## src/rtl/soak_pkg.sv

```systemverilog
`timescale 1ns/1ps
package soak_pkg;

    // Controller states of the persistence timer
    typedef enum logic [1:0] {
        ST_OFF   = 2'd0,
        ST_IDLE  = 2'd1,
        ST_SOAK  = 2'd2,
        ST_ALARM = 2'd3
    } soak_state_e;

    localparam int unsigned SOAK_W_DEF   = 8;
    localparam int unsigned SOAK_RST_DEF = 32;

endpackage

```

## src/rtl/soak_cfg_reg.sv

```systemverilog
`timescale 1ns/1ps
module soak_cfg_reg #(
    parameter int unsigned W       = 8,
    parameter int unsigned RST_VAL = 32
) (
    input  logic         clk,
    input  logic         rst_n,
    input  logic         wr,
    input  logic [W-1:0] wdata,
    output logic [W-1:0] soak_q
);

    localparam logic [W-1:0] RST_CODE = W'(RST_VAL);

    always_ff @(posedge clk) begin
        if (!rst_n) begin
            soak_q <= RST_CODE;
        end else if (wr) begin
            soak_q <= wdata;
        end
    end

    AST_CFG_LOAD: assert property (@(posedge clk) disable iff (!rst_n)
        wr |=> (soak_q == $past(wdata))) else $error("soak write not taken");

endmodule

```

## src/rtl/soak_persist_cnt.sv

```systemverilog
`timescale 1ns/1ps
module soak_persist_cnt #(
    parameter int unsigned W = 8
) (
    input  logic         clk,
    input  logic         rst_n,
    input  logic         clr,
    input  logic         inc,
    input  logic [W-1:0] soak,
    output logic [W-1:0] cnt_q,
    output logic         expire
);

    localparam int unsigned XW = W + 1;

    logic [XW-1:0] cnt_plus;

    always_comb begin
        cnt_plus = {1'b0, cnt_q} + XW'(1);
        expire   = (cnt_plus >= {1'b0, soak});
    end

    always_ff @(posedge clk) begin
        if (!rst_n) begin
            cnt_q <= '0;
        end else if (clr) begin
            cnt_q <= '0;
        end else if (inc) begin
            cnt_q <= cnt_plus[W-1:0];
        end
    end

endmodule

```

## src/rtl/soak_fsm.sv

```systemverilog
`timescale 1ns/1ps
module soak_fsm
    import soak_pkg::*;
(
    input  logic        clk,
    input  logic        rst_n,
    input  logic        enable,
    input  logic        tick,
    input  logic        loss,
    input  logic        wr,
    input  logic        soak_zero,
    input  logic        expire,
    output soak_state_e state_q,
    output logic        cnt_clr,
    output logic        cnt_inc,
    output logic        rdi
);

    soak_state_e state_d;

    // State register
    always_ff @(posedge clk) begin
        if (!rst_n) begin
            state_q <= ST_OFF;
        end else begin
            state_q <= state_d;
        end
    end

    // Next-state selection
    always_comb begin
        state_d = state_q;
        if (!enable) begin
            state_d = ST_OFF;                                  // T_EN_OFF
        end else begin
            unique case (state_q)
                ST_OFF: begin
                    state_d = ST_IDLE;                         // T_EN_ON
                end
                ST_IDLE: begin
                    if (!wr && tick && loss) begin
                        state_d = soak_zero ? ST_ALARM         // T_IMMEDIATE
                                            : ST_SOAK;         // T_LOSS_SEEN
                    end
                end
                ST_SOAK: begin
                    if (wr) begin
                        state_d = ST_IDLE;                     // T_RESTART
                    end else if (tick) begin
                        if (!loss) begin
                            state_d = ST_IDLE;                 // T_CLEAR
                        end else if (expire) begin
                            state_d = ST_ALARM;                // T_EXPIRE
                        end
                    end
                end
                ST_ALARM: begin
                    if (tick && !loss) begin
                        state_d = ST_IDLE;                     // T_RECOVER
                    end
                end
                default: state_d = ST_OFF;
            endcase
        end
    end

    // Outputs
    always_comb begin
        rdi     = (state_q == ST_ALARM);
        cnt_clr = (state_d != ST_SOAK);
        cnt_inc = (state_q == ST_SOAK) && (state_d == ST_SOAK) && tick && loss;
    end

    AST_OFF_QUIET: assert property (@(posedge clk) disable iff (!rst_n)
        !enable |=> !rdi) else $error("request while disabled");
    AST_RESTART_ON_WRITE: assert property (@(posedge clk) disable iff (!rst_n)
        (enable && wr && state_q == ST_SOAK) |=> (state_q == ST_IDLE)) else $error("write did not restart");

endmodule

```

## src/rtl/rdi_soak_timer.sv

```systemverilog
`timescale 1ns/1ps
module rdi_soak_timer
    import soak_pkg::*;
#(
    parameter int unsigned SOAK_W   = SOAK_W_DEF,
    parameter int unsigned SOAK_RST = SOAK_RST_DEF
) (
    input  logic              clk,
    input  logic              rst_n,
    input  logic              tick,
    input  logic              loss,
    input  logic              enable,
    input  logic              soak_wr,
    input  logic [SOAK_W-1:0] soak_wdata,
    output logic              rdi_req
);

    logic [SOAK_W-1:0] soak_val;
    logic [SOAK_W-1:0] persist_cnt;
    logic              cnt_expire;
    logic              cnt_clr;
    logic              cnt_inc;
    soak_state_e       st;

    soak_cfg_reg #(.W(SOAK_W), .RST_VAL(SOAK_RST)) u_cfg (
        .clk    (clk),
        .rst_n  (rst_n),
        .wr     (soak_wr),
        .wdata  (soak_wdata),
        .soak_q (soak_val)
    );

    soak_persist_cnt #(.W(SOAK_W)) u_cnt (
        .clk    (clk),
        .rst_n  (rst_n),
        .clr    (cnt_clr),
        .inc    (cnt_inc),
        .soak   (soak_val),
        .cnt_q  (persist_cnt),
        .expire (cnt_expire)
    );

    soak_fsm u_fsm (
        .clk       (clk),
        .rst_n     (rst_n),
        .enable    (enable),
        .tick      (tick),
        .loss      (loss),
        .wr        (soak_wr),
        .soak_zero (soak_val == '0),
        .expire    (cnt_expire),
        .state_q   (st),
        .cnt_clr   (cnt_clr),
        .cnt_inc   (cnt_inc),
        .rdi       (rdi_req)
    );

    AST_RISE_CAUSE: assert property (@(posedge clk) disable iff (!rst_n)
        $rose(rdi_req) |-> $past(enable && tick && loss && !soak_wr)) else $error("request rose without loss strobe");
    AST_FALL_CAUSE: assert property (@(posedge clk) disable iff (!rst_n)
        $fell(rdi_req) |-> $past(!enable || (tick && !loss))) else $error("request fell without cause");
    AST_CNT_BELOW_SOAK: assert property (@(posedge clk) disable iff (!rst_n)
        (st == ST_SOAK) |-> (persist_cnt < soak_val)) else $error("count passed soak value");
    AST_HOLD_BETWEEN_TICKS: assert property (@(posedge clk) disable iff (!rst_n)
        (enable && !tick && !soak_wr && st != ST_OFF) |=> ($stable(st) && $stable(persist_cnt))) else $error("state moved without strobe");
    AST_ZERO_SOAK: assert property (@(posedge clk) disable iff (!rst_n)
        (enable && st == ST_IDLE && tick && loss && !soak_wr && soak_val == '0) |=> rdi_req) else $error("zero soak not immediate");

endmodule

```

## config.mk

```make
export PLATFORM = sky130hd
export DESIGN_NAME = rdi_soak_timer
export DESIGN_NICKNAME = d
export VERILOG_FILES = /design/src/rtl/soak_pkg.sv /design/src/rtl/soak_cfg_reg.sv /design/src/rtl/soak_persist_cnt.sv /design/src/rtl/soak_fsm.sv /design/src/rtl/rdi_soak_timer.sv
export SDC_FILE = /design/constraint.sdc
export NUM_CORES = 1
export LEC_CHECK = 0
export ABC_AREA = 1
export BUFFER_PORTS_ARGS = -buffer_cell sky130_fd_sc_hd__buf_4
export CELL_PAD_IN_SITES_DETAIL_PLACEMENT = 1
export CELL_PAD_IN_SITES_GLOBAL_PLACEMENT = 1
export CORE_ASPECT_RATIO = 0.6
export CORE_MARGIN = 1
export CORE_UTILIZATION = 35
export CTS_BUF_LIST = sky130_fd_sc_hd__clkbuf_8
export DETAILED_ROUTE_END_ITERATION = 10
export PLACE_DENSITY = 0.79
export SLEW_MARGIN = 15
export SYNTH_ARGS = -nofsm -noshare
export SYNTH_HDL_FRONTEND = slang
export SYNTH_HIERARCHICAL = 1
export SYNTH_SLANG_ARGS = --single-unit
```

## constraint.sdc

```tcl
create_clock -name clk -period 2.55 [get_ports clk]
set_input_delay 0.51 -clock clk [delete_from_list [all_inputs] [get_ports clk]]
set_output_delay 0.51 -clock clk [all_outputs]
set_load 0.01 [all_outputs]
```

==> impl_metrics.toml, run 1 <==
[status]
status = "finished with violations"
violations = "setup timing"

[synth]
yosys.area.top_type = "dfxtp_1"
syn_inst = 182
ys_top_cells_by_area = "dfxtp_1 30%, nand2_1 14%, inv_1 12%"
yosys_warnings = 6
synth_cell_types = 23
synth.top_cell.area_share = 0.303
synth-seq-cells = 18
avgSynthCellArea_um2 = 6.54
synth-seq-area-share = 0.303
netlist_area_um2 = 1190
syn_nets = 205

[routing]
ant_nets = 0
routed_via_density = 4.73
drt_wl_total_um = 3730
met2_length_um = 1840
routedWlPerCell_um = 14.7
route.met3.wl_um = 139
met1_length_um = 1660
top_layer = "met4"
vias = 1197
drtIter0Drc = 49
first_pass_iters = 3
drc_errors = 0

[timing]
setup_violations = 8
min_period_ps = 2760
rsz0062_at_grt = "yes"
finalHoldViolations = 0
setup_tns_ps = -1100
fin_crit_sh = 1.08
slew_headroom = 0.839
tightestPinTransition_ps = 239
fin_skew_ps = 6.21
postLayoutSetupSlackWorst_ps = -209
max_freq_mhz = 362
slew_violations = 0
holdWs_ps = 467

[cells_and_area]
area_growth_pct = 39.3
num_antenna_cells = 0
final_common_cell = "nand2_1"
multiInputGateArea_um2 = 793
drive_gt1_frac = 0.327
fillers = 409
fin_cells = 253
nNetsFinal = 235
regArea_um2 = 364
final_cell_mix = "43 x nand2_1, 38 x inv_1, 24 x buf_4, 23 x nor2_1, 15 x dfxtp_1"

[worst_setup_path]
ff2ff_setup_slack_ps = -210
r2r_cells = 20
arrival_ps = 2940
critical_path.max_stage_delay_ps = 340
start_kind = "flip-flop"
crit_fanout = 3
end_kind = "flip-flop"
path_buf_inv = 2
crit_slowest_cell = "dfxtp_2"
cp_common_cell = "nand2_1"
required_ps = 2740
reg2reg_from = "u_cnt/cnt_q[1]"
cp_cell_sequence = "ha_4 > buf_6 > xor2_2 > ha_1 > nand2_1 > nand2_1 > nand2_1 > nand3_1 > nand2_1 > nand2_1 > nand2_1 > nand2_1 > o21ai_2 > nand2_1 > nand3_2 > nand2_4 > nor2_4 > buf_6 > o21ai_0 > a21oi_1"
critPathTopFamily = "simple AND/OR/NAND/NOR gates"
critical_path_class = "flip-flop to flip-flop"
rr_endpoint = "u_cnt/cnt_q[7]"

[pwr]
p_leak_uw = 0.000827
power_uw = 629
power_density_nw_per_um2 = 379
vdd_drop_max_v = 0.000384

[clock_network]
cts_tree = "built"
clk_pin_slew_worst_paths_ps = 70
hold_buffers = 0
numCtsBuffers = 3
cts_num_sinks = 18
clock-root-buffer = "clkbuf_8"
htreeDepth = 1
cts.path.max_buffers = 2
clk_latency_ps = 270

[global_route]
grt_pass1_wl_um = 5490
grt_antenna_before_repair = 0
overflow = 0
grt_pass1_vias = 1230
grt_start_max_net_pins = 20
grt_util_all_layers = 0.201

[die]
core_area_um2 = 3040
die_h_um = 47.2
pin_count = 15
start_util = 0.392
die_w_um = 77.3
std_cell_rows = 15
die_area_um2 = 3650

[place]
dp_cells = 241
dp_hpwl_um = 2390
io_buffers = 14
place_congestion = 0.894

[min_path]
min_from = "soak_wdata[5]"
hold_depth = 3
worstHoldEndpoint = "u_cfg/soak_q[5]"
holdCritPathClass = "input pin to flip-flop"

[job]
cap_violations = 0
[routing by layer]
layer  up-vias  global-route usage
met5         -                   0
met4         0              0.0453
met3         8              0.0544
met2        22               0.395
met1       575               0.227
li1        592                   -
[cells in the mapped netlist]
cell / count
and2_1: 1
nand4_1: 1
nand3_1: 4
a21oi_1: 8
buf_6: 2
nor3_1: 1
o21ai_0: 4
a31oi_1: 1
nor2_4: 1
nor2_2: 4
inv_2: 3
nor2_1: 24
nand2_2: 2
xnor2_1: 2
nand2_1: 44
nand3_2: 4
ha_1: 9
dfxtp_1: 18
o21ai_1: 2
buf_2: 2
inv_1: 39
a21oi_2: 2
xor2_1: 4
[metrics by stage]
step	setup WS (ps)	cell area, um2	util
after floorplan	45.4	1190	-
after global placement	-116	1370	0.450
after detailed placement	-305	1370	0.450
after CTS	-58.9	1560	0.512
after global routing	-328	1660	0.546
final	-209	1660	0.546
[cells by family (layout without fill, tap and decap cells)]
| logic type | Yosys count | after routing | share of synthesized area |
|---|---|---|---|
| DFF | 18 | 18 | 0.303 |
| xor gates and xnor gates | 6 | 6 | 0.0441 |
| adders and majority gates | 9 | 9 | 0.0945 |
| AOI/OAI and AO/OA | 17 | 17 | 0.0788 |
| and+or+nand+nor | 86 | 86 | 0.320 |
| buffers and inverters | 46 | 75 | 0.160 |
[worst max-delay path by stage]
stage                        start             end  slack, ps  depth (start not counted)
finish              u_cnt/cnt_q[1]  u_cnt/cnt_q[7]       -210                         20
global route        u_cnt/cnt_q[1]  u_cnt/cnt_q[7]       -330                         20
CTS                 u_cnt/cnt_q[1]  u_cnt/cnt_q[0]        -60                         20
detailed placement  u_cnt/cnt_q[0]  u_cnt/cnt_q[5]       -300                         20
global placement    u_cnt/cnt_q[1]  u_cnt/cnt_q[2]       -120                         20
floorplan           u_cnt/cnt_q[0]  u_cnt/cnt_q[3]         50                         21
[state kept, by name, summed over array words and instances (netlist names)]
signal,count
u_cfg/soak_q,8
u_cnt/cnt_q,8
u_fsm/state_q,2
[what timing repair did]
action,in CTS,in global routing
pin swaps,16,7
cloned,0,0
buffers inserted,4,4
setup endpoints to repair,8,8
gates resized for setup,25,11
[power by group]
part           switching (uW)  internal [uW]
registers                7.87            291
clock network             107            138
logic                    48.5           36.6
[worst reg2reg max path, cell delays in order (launching register included)]
cell and delay (ps):
dfxtp_2 340, ha_4 180, buf_6 120, xor2_2 150, ha_1 320, nand2_1 90, nand2_1 80, nand2_1 80
nand3_1 80, nand2_1 90, nand2_1 50, nand2_1 60, nand2_1 70, o21ai_2 130, nand2_1 100, nand3_2 130
nand2_4 80, nor2_4 150, buf_6 120, o21ai_0 110, a21oi_1 200
[layout make-up]
cell class | count | share of cell area
multi-input cells | 118 | 0.478
flip-flops and latches | 18 | 0.219
repair buffers | 29 | 0.143
inverters | 42 | 0.0950
clock buffers | 4 | 0.0332
well taps | 42 | 0.0317
No activity file was read; power rests on OpenSTA's default activity.
==> inputs of run 2 (changes only) <==
Settings changed: REMOVE_ABC_BUFFERS set to 1.
==> run 2 against run 1 <==
Compared with the run above:
- the run still ends with setup timing left
- final cell count grew 1.2%
- maximum frequency grew 1.0%
- first-iteration DRC count shrank 4.1%
- via count grew 7.4%
- count of clock-buffer cells in the layout shrank 1
- core utilization grew 0.58 points
- critical path depth is the same
- non-clock buffer count grew 4
- flip-flop and latch count is the same
- sequential power is essentially flat
- combinational power grew 7.3%
==> impl_metrics.toml, run 2 (synthesis gave the netlist of run 1 again) <==
[place]
place_congestion = 0.828
io_buffers = 14
dp_hpwl_um = 2320
dp_worst_setup_slack_ps = -253
dp_cells = 241

[timing]
fin_crit_sh = 1.07
rsz0062_at_grt = "yes"
tightestPinTransition_ps = 235
slew_headroom = 0.843
postLayoutSetupSlackWorst_ps = -180
fin_skew_ps = 7.38
finalHoldViolations = 0
max_freq_mhz = 366
min_period_ps = 2730
slew_violations = 0
setup_violations = 8

[worst_setup_path]
critical_path.max_stage_delay_ps = 350
r2r_cells = 20
crit_cells = 20
start_kind = "flip-flop"
end_kind = "flip-flop"
cp_cell_sequence = "ha_4 > buf_6 > xor2_2 > ha_1 > nand2_1 > nor2_1 > nand2_1 > nand3_2 > nand2_1 > nand2_1 > nand2_1 > nand2_1 > o21ai_1 > nand2_1 > nand3_2 > nand2_4 > nor2_4 > buf_6 > nand2_1 > a21oi_2"
critPathTopFamily = "simple AND/OR/NAND/NOR gates"
arrival_ps = 2910
required_ps = 2730
critical_path_class = "flip-flop to flip-flop"
cp_common_cell = "nand2_1"
crit_slowest_cell = "ha_1"
crit_fanout = 5
path_buf_inv = 2

[clock_network]
cts.path.max_buffers = 2
numCtsBuffers = 3
cts_num_sinks = 18
clock-root-buffer = "clkbuf_8"
hold_buffers = 0
cts_tree = "built"
htreeDepth = 1
clk_pin_slew_worst_paths_ps = 70
clk_latency_ps = 250

[global_route]
top_usage_layer = "met2"
met1_usage = 0.244
grt_start_max_net_pins = 20
use_met3 = 0.0505
grt_pass1_vias = 1244
grt_pass1_wl_um = 5720
grt_antenna_before_repair = 0
grt_util_all_layers = 0.214
overflow = 0
grt_util_met2 = 0.395

[routing]
drtIter0Drc = 47
routedWlPerCell_um = 17.1
vias = 1286
first_pass_iters = 4
drt_wl_total_um = 4390
ant_nets = 0
routed_via_density = 5.02
drc_errors = 0

[pwr]
vdd_drop_max_v = 0.000219
p_leak_uw = 0.000841
power_density_nw_per_um2 = 353

[cells_and_area]
drive_gt1_frac = 0.341
reg.largest.list = "u_cfg/soak_q (8), u_cnt/cnt_q (8), u_fsm/state_q (2)"
final_cell_mix = "43 x nand2_1, 38 x inv_1, 30 x buf_4, 23 x nor2_1, 15 x dfxtp_1"
fin_cells = 256
area_growth_pct = 40.8
final_common_cell = "nand2_1"
nNetsFinal = 239
num_antenna_cells = 0

[status]
status = "finished with violations"
violations = "setup timing"

[die]
core_area_um2 = 3040
pin_count = 15
std_cell_rows = 15
die_w_um = 77.3
die_h_um = 47.2
start_util = 0.392
die_area_um2 = 3650

[min_path]
holdCritPathClass = "input pin to flip-flop"
hold_depth = 3

[job]
cap_violations = 0
==> run 2: final timing paths <==
check | start | endpoint | slack (ps)
setup / recovery | u_cnt/cnt_q[0] | u_cnt/cnt_q[1] | -180
hold / removal | soak_wdata[5] | u_cfg/soak_q[5] | 460
setup reg to reg | u_cnt/cnt_q[0] | u_cnt/cnt_q[1] | -180
hold reg to reg | u_cfg/soak_q[1] | u_cfg/soak_q[1] | 500
==> run 2: power breakdown <==
part	switching, uW	leakage, uW	internal [uW]
Combinational	53.2	0.000670	38.2
Clock	95.5	0.0000216	105
Sequential	8.95	0.000149	291
Total	158	0.000841	434
==> run 2: worst register-to-register path, cell delays in order (launching register included) <==
cell,delay [ps]
dfxtp_2,340
ha_4,180
buf_6,120
xor2_2,150
ha_1,350
nand2_1,90
nor2_1,40
nand2_1,100
nand3_2,90
nand2_1,90
nand2_1,60
nand2_1,60
nand2_1,50
o21ai_1,120
nand2_1,90
nand3_2,120
nand2_4,80
nor2_4,140
buf_6,160
nand2_1,90
a21oi_2,150
==> run 2: per-layer routing <==
layer / part of all wire / vias up
met4: 0.037 / 0
li1: - / 603
met5: 0 / -
met1: 0.45 / 621
met3: 0.036 / 20
met2: 0.47 / 42
==> run 2: cell type report <==
class                      count  area (um2)
sequential                    18         364
tap                           42        52.6
timing repair buffer          33         259
clock buffer                   3        41.3
multi-input combinational    118         802
inverter                      42         158
fill                         395        1360
==> run 2: through the flow <==
stage / total power, uW / area (um2) / setup TNS, ps / util / hold WS (ps)
2_1_floorplan: 344 / 1160 / 0 / - / 449
3_3_place_gp: 375 / 1370 / -490 / 0.450 / 479
3_5_place_dp: 380 / 1370 / -1550 / 0.450 / 483
4_1_cts: 587 / 1580 / -2.28 / 0.520 / 457
5_1_grt: 627 / 1680 / -2770 / 0.551 / 490
6_report: 592 / 1680 / -1320 / 0.551 / 462
==> run 2: what timing repair did <==
action	4_1_cts	5_1_grt
buffers inserted	11	1
endpoints found under the setup margin	8	8
resized for setup	20	16
pin swaps	7	16
gates cloned	0	0
==> inputs of run 3 (changes only) <==
Settings changed: CELL_PAD_IN_SITES_DETAIL_PLACEMENT 1 to unset, CELL_PAD_IN_SITES_GLOBAL_PLACEMENT 1 to unset, PLACE_DENSITY 0.79 to 0.62.
==> run 3 against run 2 <==
Compared with the run above:
- the run now ends clean
- setup slack improved by 240 ps
- first-iteration DRC count decreased by 49%
- non-clock buffer count unchanged
- highest routed layer unchanged
==> impl_metrics.toml, run 3 (synthesis gave the netlist of run 1 again) <==
[worst_setup_path]
critical_path_class = "flip-flop to flip-flop"
arrival_ps = 2700
cp_common_cell = "nand2_1"
critical_path.max_stage_delay_ps = 350
start_kind = "flip-flop"
crit_slowest_cell = "dfxtp_2"
required_ps = 2760
cp_cell_sequence = "ha_4 > nand3_4 > nor2_4 > xor2_2 > inv_1 > ha_4 > nand2_1 > inv_1 > nand2_1 > nand2_1 > nand2_1 > nand2_1 > o21ai_1 > nand2_1 > nand3_2 > nand2_4 > nor2_4 > buf_12 > inv_6 > a21oi_2 > o21ai_1 > inv_1"
end_kind = "flip-flop"
crit_fanout = 9

[routing]
drc_errors = 0
drtIter0Drc = 24
first_pass_iters = 4
vias = 1067
ant_nets = 0
routed_via_density = 4.15
drt_wl_total_um = 2450
routedWlPerCell_um = 9.53

[timing]
min_period_ps = 2490
setup_tns_ps = 0
slew_violations = 0
rsz0062_at_grt = "yes"
fin_crit_sh = 0.977
fin_skew_ps = 1.96
finalHoldViolations = 0
max_freq_mhz = 401
tightestPinTransition_ps = 212
slew_headroom = 0.857
setup_violations = 0

[place]
place_congestion = 0.821
dp_hpwl_um = 1800
io_buffers = 14
placed_area_um2 = 1400

[cells_and_area]
final_common_cell = "nand2_1"
final_cell_mix = "44 x nand2_1, 39 x inv_1, 32 x buf_4, 23 x nor2_1, 15 x dfxtp_1"
fin_area_um2 = 1640
nNetsFinal = 239
area_growth_pct = 37.3
final_core_util = 0.538
drive_gt1_frac = 0.302
reg.largest.list = "u_cfg/soak_q (8), u_cnt/cnt_q (8), u_fsm/state_q (2)"
num_antenna_cells = 0

[die]
die_w_um = 77.3
start_util = 0.392
pin_count = 15
std_cell_rows = 15
die_h_um = 47.2
die_area_um2 = 3650
core_area_um2 = 3040

[pwr]
vdd_drop_max_v = 0.000348
power_density_nw_per_um2 = 371
p_leak_uw = 0.000839

[global_route]
grt_util_all_layers = 0.150
grt_start_max_net_pins = 20
grt_pass1_vias = 962
grt_pass1_wl_um = 4120
grt_antenna_before_repair = 0
overflow = 0

[clock_network]
cts.path.max_buffers = 2
numCtsBuffers = 3
cts_num_sinks = 18
clk_latency_ps = 250
htreeDepth = 1
clock-root-buffer = "clkbuf_8"
clk_pin_slew_worst_paths_ps = 70
cts_tree = "built"
hold_buffers = 0

[job]
cap_violations = 0

[status]
status = "finished clean"

[min_path]
holdCritPathClass = "input pin to flip-flop"
-- run 3: cell types whose count changed in the layout (fill, tap and decap cells not counted), sizes merged --
cell / before / now
clkbuf: 3 / 4
-- run 3: worst paths after layout --
kind	cells past startpoint	from	slack [ps]	end
setup / recovery	22	u_cnt/cnt_q[1]	60	u_cnt/cnt_q[3]
hold / removal	3	soak_wdata[5]	460	u_cfg/soak_q[5]
setup reg to reg	22	u_cnt/cnt_q[1]	60	u_cnt/cnt_q[3]
hold reg to reg	2	u_cfg/soak_q[3]	490	u_cfg/soak_q[3]
-- run 3: what timing repair did --
| action | CTS | global route |
|---|---|---|
| pin swaps | 5 | 2 |
| endpoints found under the setup margin | 8 | 8 |
| resized for setup | 10 | 12 |
| setup buffers | 7 | 2 |
-- run 3: worst max-delay path: cells and delay by family (launching register included) --
family                     cells  cell delay [ps]
AOI/OAI and AO/OA              3              300
xor gates and xnor gates       1              160
adders and majority gates      2              370
buffers and inverters          5              340
DFF                            1              350
and+or+nand+nor               11              910
-- run 3: routing by layer --
metal	GRT usage	vias up	share of wire
li1	-	603	-
met1	0.196	444	0.54
met5	0	-	0
met3	0.0466	5	0.040
met4	0.0453	0	0.0078
met2	0.242	15	0.41
-- run 3: final cells by class --
cell class | instances | area, um2
multi-input cells | 118 | 741
fillers | 305 | 1410
repair buffers | 33 | 260
clock buffers | 4 | 55.1
well taps | 42 | 52.6
flip-flops and latches | 18 | 364
inverters | 42 | 163
-- run 3: where the power goes --
part	total (uW)	internal, uW	switching (uW)
Clock	236	137	98.2
Sequential	298	291	7.37
Combinational	73.5	33.9	39.6
Total	607	462	145
-- run 3: stage by stage --
step / hold slack, ps / total power [uW] / worst slack [ps] / std cells
2_1_floorplan: 449 / 344 / 2.87 / 178
3_3_place_gp: 484 / 375 / -45.4 / 244
3_5_place_dp: 479 / 376 / -156 / 244
4_1_cts: 457 / 616 / -27.6 / 255
5_1_grt: 498 / 642 / -148 / 257
6_report: 461 / 607 / 57.9 / 257
